**src/rtl/pwr_pkg.sv**
```systemverilog
package pwr_pkg;
   typedef enum logic [1:0] {
      PM_RUN  = 2'd0,
      PM_IDLE = 2'd1,
      PM_STOP = 2'd2
   } pm_state_e;

   typedef enum logic {
      WAKE_IRQ = 1'b0,
      WAKE_RST = 1'b1
   } wake_cause_e;

   typedef struct packed {
      logic stop;
      logic idle;
   } pm_req_t;
endpackage

```
**src/rtl/pwr_ctrl_reg.sv**
```systemverilog
module pwr_ctrl_reg
   import pwr_pkg::*;
#(
   parameter int DW        = 8,
   parameter int AW        = 8,
   parameter int PCON_ADDR = 'h87,
   parameter int IDLE_BIT  = 0,
   parameter int STOP_BIT  = 1
) (
   input  logic          clk,
   input  logic          rst_n,
   input  logic          sfr_we_i,
   input  logic [AW-1:0] sfr_addr_i,
   input  logic [DW-1:0] sfr_wdata_i,
   output logic [DW-1:0] sfr_rdata_o,
   input  logic          run_i,
   input  logic          retire_i,
   input  logic          any_rst_i,
   input  logic          clr_idle_i,
   output logic          req_valid_o,
   output pm_req_t       req_o
);
   localparam logic [AW-1:0] ADDR_L = AW'(PCON_ADDR);

   pm_req_t bits_q, bits_d, wr_val;
   logic    armed_q, armed_d;
   logic    addr_hit, wr_hit;
   logic    unused_wdata;

   assign addr_hit     = (sfr_addr_i == ADDR_L);
   assign wr_hit       = sfr_we_i && addr_hit && run_i;
   assign wr_val.idle  = sfr_wdata_i[IDLE_BIT];
   assign wr_val.stop  = sfr_wdata_i[STOP_BIT];
   assign unused_wdata = ^sfr_wdata_i;

   // request seen at the retiring edge: a same-cycle write wins
   assign req_o       = wr_hit ? wr_val : bits_q;
   assign req_valid_o = run_i && retire_i && (armed_q || wr_hit);

   always_comb begin
      bits_d  = wr_hit ? wr_val : bits_q;
      armed_d = req_valid_o ? 1'b0 : (wr_hit ? (wr_val.idle | wr_val.stop) : armed_q);
      if (clr_idle_i) bits_d.idle = 1'b0;
      if (any_rst_i) begin
         bits_d  = '0;
         armed_d = 1'b0;
      end
   end

   always_ff @(posedge clk or negedge rst_n) begin
      if (!rst_n) begin
         bits_q  <= '0;
         armed_q <= 1'b0;
      end else begin
         bits_q  <= bits_d;
         armed_q <= armed_d;
      end
   end

   always_comb begin
      sfr_rdata_o = '0;
      if (addr_hit) begin
         sfr_rdata_o[IDLE_BIT] = bits_q.idle;
         sfr_rdata_o[STOP_BIT] = bits_q.stop;
      end
   end


   bits_clr_on_rst_chk: assert property (@(posedge clk) disable iff (!rst_n)
      any_rst_i |=> (bits_q == '0 && !armed_q));


   wr_ignored_halted_chk: assert property (@(posedge clk) disable iff (!rst_n)
      (sfr_we_i && !run_i && !any_rst_i && !clr_idle_i) |=> $stable(bits_q));
endmodule

```
**src/rtl/pwr_mode_fsm.sv**
```systemverilog
module pwr_mode_fsm
   import pwr_pkg::*;
(
   input  logic        clk,
   input  logic        rst_n,
   input  logic        any_rst_i,
   input  logic        irq_i,
   input  logic        req_valid_i,
   input  pm_req_t     req_i,
   output pm_state_e   state_o,
   output logic        clr_idle_o,
   output logic        wake_o,
   output wake_cause_e wake_cause_o,
   output logic        core_rst_o
);
   pm_state_e   state_q, state_d;
   logic        wake_q, wake_d, core_rst_q;
   wake_cause_e cause_q, cause_d;

   always_comb begin
      state_d    = state_q;
      wake_d     = 1'b0;
      cause_d    = cause_q;
      clr_idle_o = 1'b0;
      if (any_rst_i) begin
         state_d = PM_RUN;
         if (state_q != PM_RUN) begin
            wake_d  = 1'b1;
            cause_d = WAKE_RST;
         end
      end else begin
         unique case (state_q)
            PM_RUN: begin
               if (req_valid_i) begin
                  if (req_i.stop) begin
                     state_d = PM_STOP;
                  end else if (req_i.idle) begin
                     if (irq_i) begin
                        clr_idle_o = 1'b1;
                        wake_d     = 1'b1;
                        cause_d    = WAKE_IRQ;
                     end else begin
                        state_d = PM_IDLE;
                     end
                  end
               end
            end
            PM_IDLE: begin
               if (irq_i) begin
                  state_d    = PM_RUN;
                  clr_idle_o = 1'b1;
                  wake_d     = 1'b1;
                  cause_d    = WAKE_IRQ;
               end
            end
            default: ;
         endcase
      end
   end

   always_ff @(posedge clk or negedge rst_n) begin
      if (!rst_n) begin
         state_q    <= PM_RUN;
         wake_q     <= 1'b0;
         cause_q    <= WAKE_IRQ;
         core_rst_q <= 1'b0;
      end else begin
         state_q    <= state_d;
         wake_q     <= wake_d;
         cause_q    <= cause_d;
         core_rst_q <= any_rst_i;
      end
   end

   assign state_o      = state_q;
   assign wake_o       = wake_q;
   assign wake_cause_o = cause_q;
   assign core_rst_o   = core_rst_q;


   entry_on_retire_chk: assert property (@(posedge clk) disable iff (!rst_n)
      (state_q == PM_RUN && !req_valid_i) |=> (state_q == PM_RUN));


   stop_sticky_chk: assert property (@(posedge clk) disable iff (!rst_n)
      (state_q == PM_STOP && !any_rst_i) |=> (state_q == PM_STOP && !wake_o));


   irq_wake_chk: assert property (@(posedge clk) disable iff (!rst_n)
      (state_q == PM_IDLE && irq_i && !any_rst_i) |=>
         (state_q == PM_RUN && wake_o && wake_cause_o == WAKE_IRQ));


   rst_wake_chk: assert property (@(posedge clk) disable iff (!rst_n)
      (any_rst_i && state_q != PM_RUN) |=>
         (state_q == PM_RUN && wake_o && wake_cause_o == WAKE_RST && core_rst_o));


   stop_prio_chk: assert property (@(posedge clk) disable iff (!rst_n)
      (state_q == PM_RUN && req_valid_i && req_i.stop && !any_rst_i) |=> (state_q == PM_STOP));


   race_no_idle_chk: assert property (@(posedge clk) disable iff (!rst_n)
      (state_q == PM_RUN && req_valid_i && !req_i.stop && req_i.idle && irq_i && !any_rst_i)
         |=> (state_q == PM_RUN && wake_o));
endmodule

```
**src/rtl/pwr_clk_en.sv**
```systemverilog
module pwr_clk_en
   import pwr_pkg::*;
#(
   parameter int NPERIPH = 4,
   parameter bit REG_OUT = 1'b0
) (
   input  logic               clk,
   input  logic               rst_n,
   input  pm_state_e          state_i,
   output logic               cpu_clk_en_o,
   output logic [NPERIPH-1:0] periph_clk_en_o,
   output logic               osc_en_o,
   output logic               mcd_en_o
);
   logic cpu_d, run_clk_d;
   logic mcd_q;

   assign cpu_d     = (state_i == PM_RUN);
   assign run_clk_d = (state_i != PM_STOP);

   // detector enable comes up with the block and never drops afterwards
   always_ff @(posedge clk or negedge rst_n) begin
      if (!rst_n) mcd_q <= 1'b0;
      else        mcd_q <= 1'b1;
   end
   assign mcd_en_o = mcd_q;

   if (REG_OUT) begin : g_reg
      logic cpu_q, osc_q;
      always_ff @(posedge clk or negedge rst_n) begin
         if (!rst_n) begin
            cpu_q <= 1'b1;
            osc_q <= 1'b1;
         end else begin
            cpu_q <= cpu_d;
            osc_q <= run_clk_d;
         end
      end
      assign cpu_clk_en_o = cpu_q;
      assign osc_en_o     = osc_q;
      for (genvar i = 0; i < NPERIPH; i++) begin : g_lane
         logic en_q;
         always_ff @(posedge clk or negedge rst_n) begin
            if (!rst_n) en_q <= 1'b1;
            else        en_q <= run_clk_d;
         end
         assign periph_clk_en_o[i] = en_q;
      end
   end else begin : g_comb
      assign cpu_clk_en_o = cpu_d;
      assign osc_en_o     = run_clk_d;
      for (genvar i = 0; i < NPERIPH; i++) begin : g_lane
         assign periph_clk_en_o[i] = run_clk_d;
      end
   end
endmodule

```
**src/rtl/pwr_mode_ctrl.sv**
```systemverilog
module pwr_mode_ctrl
   import pwr_pkg::*;
#(
   parameter int DW        = 8,
   parameter int AW        = 8,
   parameter int PCON_ADDR = 'h87,
   parameter int IDLE_BIT  = 0,
   parameter int STOP_BIT  = 1,
   parameter int NRST      = 3,
   parameter int NPERIPH   = 4,
   parameter bit REG_OUT   = 1'b0
) (
   input  logic               clk,
   input  logic               rst_n,
   input  logic               sfr_we_i,
   input  logic [AW-1:0]      sfr_addr_i,
   input  logic [DW-1:0]      sfr_wdata_i,
   output logic [DW-1:0]      sfr_rdata_o,
   input  logic               instr_retire_i,
   input  logic               irq_pend_i,
   input  logic [NRST-1:0]    rst_src_i,
   output logic               cpu_clk_en_o,
   output logic [NPERIPH-1:0] periph_clk_en_o,
   output logic               osc_en_o,
   output logic               mcd_en_o,
   output logic               core_rst_o,
   output logic               wake_o,
   output logic               wake_cause_o
);
   if (DW < 2) begin : g_bad_dw
      $error("DW must hold both mode bits");
   end
   if (IDLE_BIT < 0 || IDLE_BIT >= DW || STOP_BIT < 0 || STOP_BIT >= DW) begin : g_bad_pos
      $error("mode bit position outside the data word");
   end
   if (IDLE_BIT == STOP_BIT) begin : g_bad_overlap
      $error("idle and stop bits must differ");
   end
   if (AW < 1 || AW > 30 || PCON_ADDR < 0 || PCON_ADDR >= (1 << AW)) begin : g_bad_addr
      $error("register address does not fit AW");
   end
   if (NRST < 1 || NPERIPH < 1) begin : g_bad_cnt
      $error("NRST and NPERIPH must be at least one");
   end

   pm_state_e   state;
   pm_req_t     req;
   logic        req_valid, clr_idle, any_rst;
   wake_cause_e cause;

   assign any_rst = |rst_src_i;

   pwr_ctrl_reg #(
      .DW(DW), .AW(AW), .PCON_ADDR(PCON_ADDR),
      .IDLE_BIT(IDLE_BIT), .STOP_BIT(STOP_BIT)
   ) u_reg (
      .clk         (clk),
      .rst_n       (rst_n),
      .sfr_we_i    (sfr_we_i),
      .sfr_addr_i  (sfr_addr_i),
      .sfr_wdata_i (sfr_wdata_i),
      .sfr_rdata_o (sfr_rdata_o),
      .run_i       (state == PM_RUN),
      .retire_i    (instr_retire_i),
      .any_rst_i   (any_rst),
      .clr_idle_i  (clr_idle),
      .req_valid_o (req_valid),
      .req_o       (req)
   );

   pwr_mode_fsm u_fsm (
      .clk          (clk),
      .rst_n        (rst_n),
      .any_rst_i    (any_rst),
      .irq_i        (irq_pend_i),
      .req_valid_i  (req_valid),
      .req_i        (req),
      .state_o      (state),
      .clr_idle_o   (clr_idle),
      .wake_o       (wake_o),
      .wake_cause_o (cause),
      .core_rst_o   (core_rst_o)
   );

   assign wake_cause_o = cause;

   pwr_clk_en #(.NPERIPH(NPERIPH), .REG_OUT(REG_OUT)) u_clk (
      .clk             (clk),
      .rst_n           (rst_n),
      .state_i         (state),
      .cpu_clk_en_o    (cpu_clk_en_o),
      .periph_clk_en_o (periph_clk_en_o),
      .osc_en_o        (osc_en_o),
      .mcd_en_o        (mcd_en_o)
   );


   run_rst_no_wake_chk: assert property (@(posedge clk) disable iff (!rst_n)
      (any_rst && cpu_clk_en_o && !REG_OUT) |=> (core_rst_o && !wake_o));
endmodule

```
**config.mk**
```make
export PLATFORM = sky130hd
export DESIGN_NAME = pwr_mode_ctrl
export DESIGN_NICKNAME = d
export VERILOG_FILES = /design/src/rtl/pwr_pkg.sv /design/src/rtl/pwr_ctrl_reg.sv /design/src/rtl/pwr_mode_fsm.sv /design/src/rtl/pwr_clk_en.sv /design/src/rtl/pwr_mode_ctrl.sv
export SDC_FILE = /design/constraint.sdc
export NUM_CORES = 1
export LEC_CHECK = 0
export ABC_CLOCK_PERIOD_IN_PS = 2800
export BUFFER_PORTS_ARGS = -buffer_cell sky130_fd_sc_hd__buf_4
export CAP_MARGIN = 15
export CELL_PAD_IN_SITES_DETAIL_PLACEMENT = 1
export CELL_PAD_IN_SITES_GLOBAL_PLACEMENT = 1
export CORE_ASPECT_RATIO = 1.1
export CORE_MARGIN = 2
export CORE_UTILIZATION = 27
export DETAILED_ROUTE_END_ITERATION = 12
export PLACE_DENSITY = 0.8
export SYNTH_ARGS = -nofsm -noshare
export SYNTH_HDL_FRONTEND = slang
export SYNTH_HIERARCHICAL = 1
export SYNTH_SLANG_ARGS = --single-unit
export TNS_END_PERCENT = 1
```
**constraint.sdc**
```tcl
create_clock -name clk -period 2.8 [get_ports clk]
set_clock_uncertainty 0.15 [all_clocks]
set_input_delay 0.7 -clock clk [delete_from_list [all_inputs] [get_ports clk]]
set_output_delay 0.7 -clock clk [all_outputs]
set_load 0.005 [all_outputs]
```
==> flow_summary_export.csv, run 1 <==
group,metric,value,unit
logic_synthesis,synth-seq-cells,9,
worst_hold_path,hp-class,"input port to asynchronous set/reset pin",
floorplanning,start_util,29.05,%
global_route,grt_max_degree,10,
layout,layout_common_cells,"buf_4 (29), dfrtp_1 (9), conb_1 (7), nor2_1 (4), nand2_1 (4)",
sta,fmax,378.7,MHz
layout,stdcell_area,822.0,um^2
global_route,antenna_found_initial,0,
clock_network,cts.sinks,9,
floorplanning,std_cell_rows,17,
clock_network,cts-root-buf,"clkbuf_4",
layout,area_growth,37.16,%
sta,max_slew_margin,54.58,%
sta,period_minus_slack,2.640,ns
layout,nets,115,
logic_synthesis,synth_xor_area_share,0,%
logic_synthesis,yosys.area_share.simple,28.81,%
pwr,power_density,331.2,mW/mm^2
outcome,status,"finished, final reports clean",
floorplanning,die_h,53.42,um
clock_network,numCtsBuffers,3,
critical_path,required,1.95,ns
floorplanning,dieArea,0.002613,mm^2
sta,tightest_slew,0.6719,ns
layout,final_cells,118,
logic_synthesis,yosys.area_share.adder,0,%
detailed_routing,vias,540,
layout,layout_commonest_cell,"buf_4",
critical_path,crit_type,"input port to output port",
logic_synthesis,yosys_warnings,6,
global_route,busiest_layer,"met2",
logic_synthesis,synth_compound_area_share,16.28,%
layout,antennaDiodeCount,0,
placed_design,port_buffers,29,
layout,fill_cells,265,
global_route,met2_usage,24.43,%
global_route,grtUsageMet3,4.237,%
pwr,p_total,0.2723,mW
sta,drv_slew,0,
critical_path,cp_cell_sequence,"buf_4 -> nor4b_1 -> and3_1 -> buf_4",
floorplanning,ios,42,
clock_network,cts_max_level,1,
logic_synthesis,avgSynthCellArea,9.667,um^2
floorplanning,fp.dieW,48.92,um
clock_network,clock_latency,0.26,ns
sta,tns,0,ns
global_route,grt.met1_usage,11.84,%
clock_network,post_cts_buffers,0,
critical_path,cp_max_fo,4,
detailed_routing,wl_per_cell,12.02,um
logic_synthesis,yosys.cell_types.count,28,
detailed_routing,dr.first_iter.drc_count,6,
placed_design,placed_cell_area,795.8,um^2
critical_path,cp-start-kind,"input port",
detailed_routing,drt-vias-per-instance,4.576,
logic_synthesis,ys_seq_area_share,37.58,%
placed_design,dpl.cell_count,114,
clock_network,ctsResizeCount,0,
critical_path,crit_slowest_cell,"nor4b_1",
clock_network,clockBufferDepth,2,
placed_design,preCtsSetupSlack,0.03241,ns
critical_path,crit_path_max_incr_delay,0.62,ns
floorplanning,core_area,0.002063,mm^2
detailed_routing,drc,0,
sta,rsz0062_at_grt,"no",
critical_path,cp.arrival,1.79,ns
sta,timing.final.ws_setup,0.1597,ns
clock_network,clkTransAtPathRegs,0.06,ns
critical_path,ff2ff_path_depth,7,
global_route,grt_pass1_vias,579,
logic_synthesis,muxShareOfSynthArea,1.670,%
clock_network,cts_tree,"done",
layout,drive_above_1_share,42.22,%
pwr,leakage,0.4344,nW
global_route,grt_overflow,0,
global_route,grt_usage,12.48,%
critical_path,cpMostUsedCell,"buf_4",
sta,fin_crit_sh,94.30,%
sta,hold_violations,0,
detailed_routing,ant_nets,0,
critical_path,endpoint_kind,"output port",
global_route,grt_first_pass_wirelength,2435,um
pwr,peakVddDrop,0.1296,mV
detailed_routing,finalWirelength,1418,um
placed_design,place_congestion,0.7375,
flow_run,cap_violations,0,
clock_network,cts_hold_buf,0,
detailed_routing,dr.pass1.iters,3,
logic_synthesis,synth_top_family_by_area,"simple AND/OR/NAND/NOR gates",
logic_synthesis,syn-cell-area,599.3,um^2
sta,finalSetupViolCount,0,
placed_design,place_hpwl,1172,um
logic_synthesis,synthCells,62,
## final cells by class
class	instances	area [um^2]	share of cell area [%]
repair buffers	29	217.7	26.48
clock buffers	4	26.28	3.196
flip-flops and latches	9	225.2	27.40
multi-input cells	45	306.5	37.29
inverters	3	11.26	1.370
well taps	28	35.03	4.262
## flip-flops by register name, indices dropped and copies added, names as in the netlist
name,count
u_reg/bits_q,2
u_fsm/core_rst_o,1
u_fsm/wake_cause_o,1
u_fsm/state_o,2
u_fsm/wake_o,1
u_reg/armed_q,1
u_clk/mcd_en_o,1
## critical path, delay by kind of cell
family / cells / cell delay [ns]
buffers and inverters: 2 / 0.22
AND/OR/NAND/NOR: 2 / 0.87
## metrics by stage
step	utilization, %	hold WS (ns)
3_3_place_gp	38.57	0.3655
6_report	39.84	0.09429
4_1_cts	39.84	0.08751
2_1_floorplan	-	0.2544
5_1_grt	39.84	0.08675
3_5_place_dp	38.57	0.3812
## per-layer routing
metal  wire length (um)  vias to the layer above
met1                517                      253
met5                  0                        -
li1                   -                      260
met2                779                       27
met4                  0                        0
met3                121                        0
## power breakdown
group          total [mW]  leakage (nW)  internal, mW  switching (mW)
Clock               0.103        0.0150        0.0551          0.0483
Combinational      0.0367         0.300        0.0204          0.0163
Sequential          0.132         0.119         0.132        0.000572
Total               0.272         0.434         0.207          0.0652
## cell usage after synthesis, drive strengths merged
| library cell | number | area [um^2] |
|---|---|---|
| conb | 2 | 7.510 |
| nor2 | 4 | 15.01 |
| a31oi | 2 | 12.51 |
| nor3 | 3 | 25.02 |
| dfrtp | 9 | 225.2 |
| and2 | 2 | 12.51 |
| a21oi | 3 | 15.01 |
| or4b | 1 | 13.76 |
| nand2b | 1 | 6.260 |
| o31ai | 2 | 15.01 |
| mux2i | 1 | 10.01 |
| nor4b | 1 | 8.760 |
| o21ai | 2 | 10.01 |
| nand2 | 4 | 15.01 |
| inv | 3 | 11.26 |
| and3 | 2 | 12.51 |
| or2 | 1 | 6.260 |
| a2111oi | 1 | 27.53 |
| and4b | 1 | 10.01 |
| nand4b | 1 | 8.760 |
| or3 | 1 | 6.260 |
| nand3b | 1 | 20.02 |
| buf | 10 | 75.07 |
| nand4 | 2 | 12.51 |
| a211oi | 1 | 7.510 |
| o211a | 1 | 10.01 |
## cell families after synthesis
family / after synthesis
AND/OR/NAND/NOR: 25
buffers and inverters: 13
AO/OA/AOI/OAI: 12
flip-flops: 9
other: 2
multiplexers: 1
## worst paths after layout
check                      slack (ns)                    startpoint                            to
setup / recovery                 0.16                 sfr_addr_i[5]                sfr_rdata_o[0]
max in group asynchronous        2.27                         rst_n  u_fsm/state_o[1]$_DFFE_PN0P_
hold / removal                   0.09                         rst_n  u_fsm/state_o[0]$_DFFE_PN0P_
hold reg to reg                  0.39     u_reg/armed_q$_DFFE_PN0P_     u_reg/armed_q$_DFFE_PN0P_
setup reg to reg                 0.57  u_fsm/state_o[1]$_DFFE_PN0P_     u_reg/bits_q[0]$_DFF_PN0_
min in group clk                 0.39     u_reg/armed_q$_DFFE_PN0P_     u_reg/armed_q$_DFFE_PN0P_
Note: power is estimated with default switching activity, not from simulation.
==> inputs of run 2 (changes only) <==
--- a/config.mk
+++ b/config.mk
@@ -6,15 +6,16 @@
 export NUM_CORES = 1
 export LEC_CHECK = 0
 export ABC_CLOCK_PERIOD_IN_PS = 2800
-export BUFFER_PORTS_ARGS = -buffer_cell sky130_fd_sc_hd__buf_4
 export CAP_MARGIN = 15
 export CELL_PAD_IN_SITES_DETAIL_PLACEMENT = 1
 export CELL_PAD_IN_SITES_GLOBAL_PLACEMENT = 1
 export CORE_ASPECT_RATIO = 1.1
 export CORE_MARGIN = 2
-export CORE_UTILIZATION = 27
+export CORE_UTILIZATION = 37
 export DETAILED_ROUTE_END_ITERATION = 12
-export PLACE_DENSITY = 0.8
+export DONT_BUFFER_PORTS = 1
+export HOLD_SLACK_MARGIN = 0.02
+export PLACE_DENSITY = 0.72
 export SYNTH_ARGS = -nofsm -noshare
 export SYNTH_HDL_FRONTEND = slang
 export SYNTH_HIERARCHICAL = 1
==> run 2 against run 1 <==
  * Cell count down 33%
  * Wire length decreased by 4.3%
  * Critical path depth grew 2
  * Register-to-register slack worse by 0.15 ns
  * Clock-buffer cell count unchanged
  * Largest cell class unchanged
==> flow_summary_export.csv, run 2 (same netlist as run 1, synthesis figures left out) <==
group,metric,value,unit
outcome,status,"finished, final reports clean",
worst_hold_path,holdCritStartpoint,"u_reg/armed_q$_DFFE_PN0P_",
sta,fmax,402.5,MHz
clock_network,post_cts_buffers,0,
sta,drv_slew,0,
global_route,grt.met1_usage,18.57,%
worst_hold_path,hp-class,"flop to flop",
floorplanning,die_h,46.21,um
global_route,grt_usage,15.48,%
detailed_routing,wl_per_cell,17.18,um
global_route,grt_pass1_vias,437,
critical_path,cp.depth,6,
detailed_routing,drc,0,
floorplanning,core_area,0.001539,mm^2
clock_network,cts-root-buf,"clkbuf_4",
floorplanning,std_cell_rows,15,
critical_path,cp_max_fo,3,
placed_design,port_buffers,0,
floorplanning,start_util,38.94,%
layout,fill_cells,190,
sta,tightest_slew,0.5461,ns
clock_network,cts.sinks,9,
critical_path,required,2.78,ns
sta,timing.final.ws_setup,0.3153,ns
critical_path,reg2reg_from,"u_fsm/state_o[1]$_DFFE_PN0P_",
clock_network,numCtsBuffers,3,
worst_hold_path,hold_end,"u_reg/armed_q$_DFFE_PN0P_",
pwr,leakage,0.3010,nW
detailed_routing,dr.pass1.iters,4,
floorplanning,dieArea,0.001958,mm^2
clock_network,cts_tree,"done",
pwr,peakVddDrop,0.1838,mV
flow_run,cap_violations,0,
global_route,antenna_found_initial,0,
global_route,grt_first_pass_wirelength,2145,um
critical_path,cp_top_family,"compound AO/OA/AOI/OAI gates",
sta,max_slew_margin,63.08,%
layout,antennaDiodeCount,0,
detailed_routing,dr.first_iter.drc_count,17,
critical_path,crit_path_max_incr_delay,0.55,ns
layout,drive_above_1_share,14.52,%
layout,stdcell_area,600.6,um^2
floorplanning,fp.dieW,42.38,um
detailed_routing,finalWirelength,1357,um
sta,hold_violations,0,
placed_design,place_congestion,0.6987,
global_route,busiest_layer,"met2",
critical_path,reg2reg_setup_slack,0.42,ns
critical_path,crit_slowest_cell,"or4b_4",
clock_network,cts_hold_buf,1,
detailed_routing,vias,448,
floorplanning,ios,42,
placed_design,placed_cell_area,564.3,um^2
layout,layout_common_cells,"dfrtp_1 (9), conb_1 (7), nor2_1 (4), nand2_1 (4)",
critical_path,cp-start-kind,"input port",
clock_network,cts_max_level,1,
critical_path,crit_type,"input port to flop",
critical_path,r2r-end,"u_reg/bits_q[0]$_DFF_PN0_",
layout,layout_commonest_cell,"dfrtp_1",
clock_network,ctsResizeCount,0,
layout,area_growth,0.2087,%
layout,final_cells,79,
sta,period_minus_slack,2.485,ns
critical_path,cp.arrival,2.47,ns
placed_design,preCtsSetupSlack,0.1222,ns
sta,rsz0062_at_grt,"no",
critical_path,ff2ff_path_depth,7,
detailed_routing,ant_nets,0,
sta,fin_crit_sh,88.74,%
detailed_routing,drt-vias-per-instance,5.671,
worst_hold_path,hold_path_depth,2,
pwr,power_density,420.7,mW/mm^2
critical_path,endpoint_kind,"flop",
sta,tns,0,ns
sta,finalSetupViolCount,0,
layout,nets,87,
global_route,grt_overflow,0,
clock_network,clock_latency,0.26,ns
sta,whs,0.3904,ns
placed_design,dpl.cell_count,74,
global_route,grt_max_degree,10,
global_route,met2_usage,26.77,%
global_route,grtUsageMet3,1.569,%
critical_path,crit_buf_inv,0,
clock_network,clockBufferDepth,2,
clock_network,clkTransAtPathRegs,0.07,ns
placed_design,place_hpwl,1030,um
critical_path,cp_cell_sequence,"or4b_4 -> o31ai_1 -> nand2_1 -> nand3b_4 -> a2111oi_4 -> a211oi_1",
[run 2: layout make-up]
| cell class | count | area [um^2] | share of cell area [%] |
|---|---|---|---|
| multi-input cells | 45 | 306.5 | 51.04 |
| flip-flops and latches | 9 | 225.2 | 37.50 |
| clock buffers | 4 | 26.28 | 4.375 |
| well taps | 17 | 21.27 | 3.542 |
| inverters | 3 | 11.26 | 1.875 |
| repair buffers | 1 | 10.01 | 1.667 |
[run 2: where the power goes]
group | internal (mW) | total [mW] | switching [mW]
combinational | 0.00465 | 0.0157 | 0.0111
sequential | 0.132 | 0.133 | 0.00102
clock | 0.0549 | 0.104 | 0.0494
[run 2: metal layers]
metal / wire, um / up-vias
met5: 0 / -
met3: 70 / 0
met2: 757 / 15
met1: 529 / 226
met4: 0 / 0
li1: - / 207
[run 2: per-stage QoR]
step	util [%]	power, mW
after detailed placement	36.67	0.1467
final	39.02	0.2526
after floorplan	-	0.1509
after CTS	39.02	0.2552
after global routing	39.02	0.2608
after global placement	36.67	0.1461
[run 2: worst register-to-register path: cells and delay by family (launching register included)]
family / cells / cell delay (ns)
AO/OA/AOI/OAI: 3 / 0.87
flip-flops: 1 / 0.50
AND/OR/NAND/NOR: 4 / 0.74
[run 2: how the worst max path moves through the flow]
stage,start,to,slack (ns)
after detailed placement,sfr_addr_i[5],u_reg/bits_q[0]$_DFF_PN0_,0.12
after global routing,sfr_addr_i[5],u_reg/bits_q[0]$_DFF_PN0_,0.21
after global placement,sfr_addr_i[5],u_reg/bits_q[0]$_DFF_PN0_,0.16
final,sfr_addr_i[5],u_reg/bits_q[0]$_DFF_PN0_,0.32
after floorplan,sfr_addr_i[5],u_fsm/wake_cause_o$_DFFE_PN0P_,0.29
after CTS,sfr_addr_i[5],u_reg/bits_q[0]$_DFF_PN0_,0.35
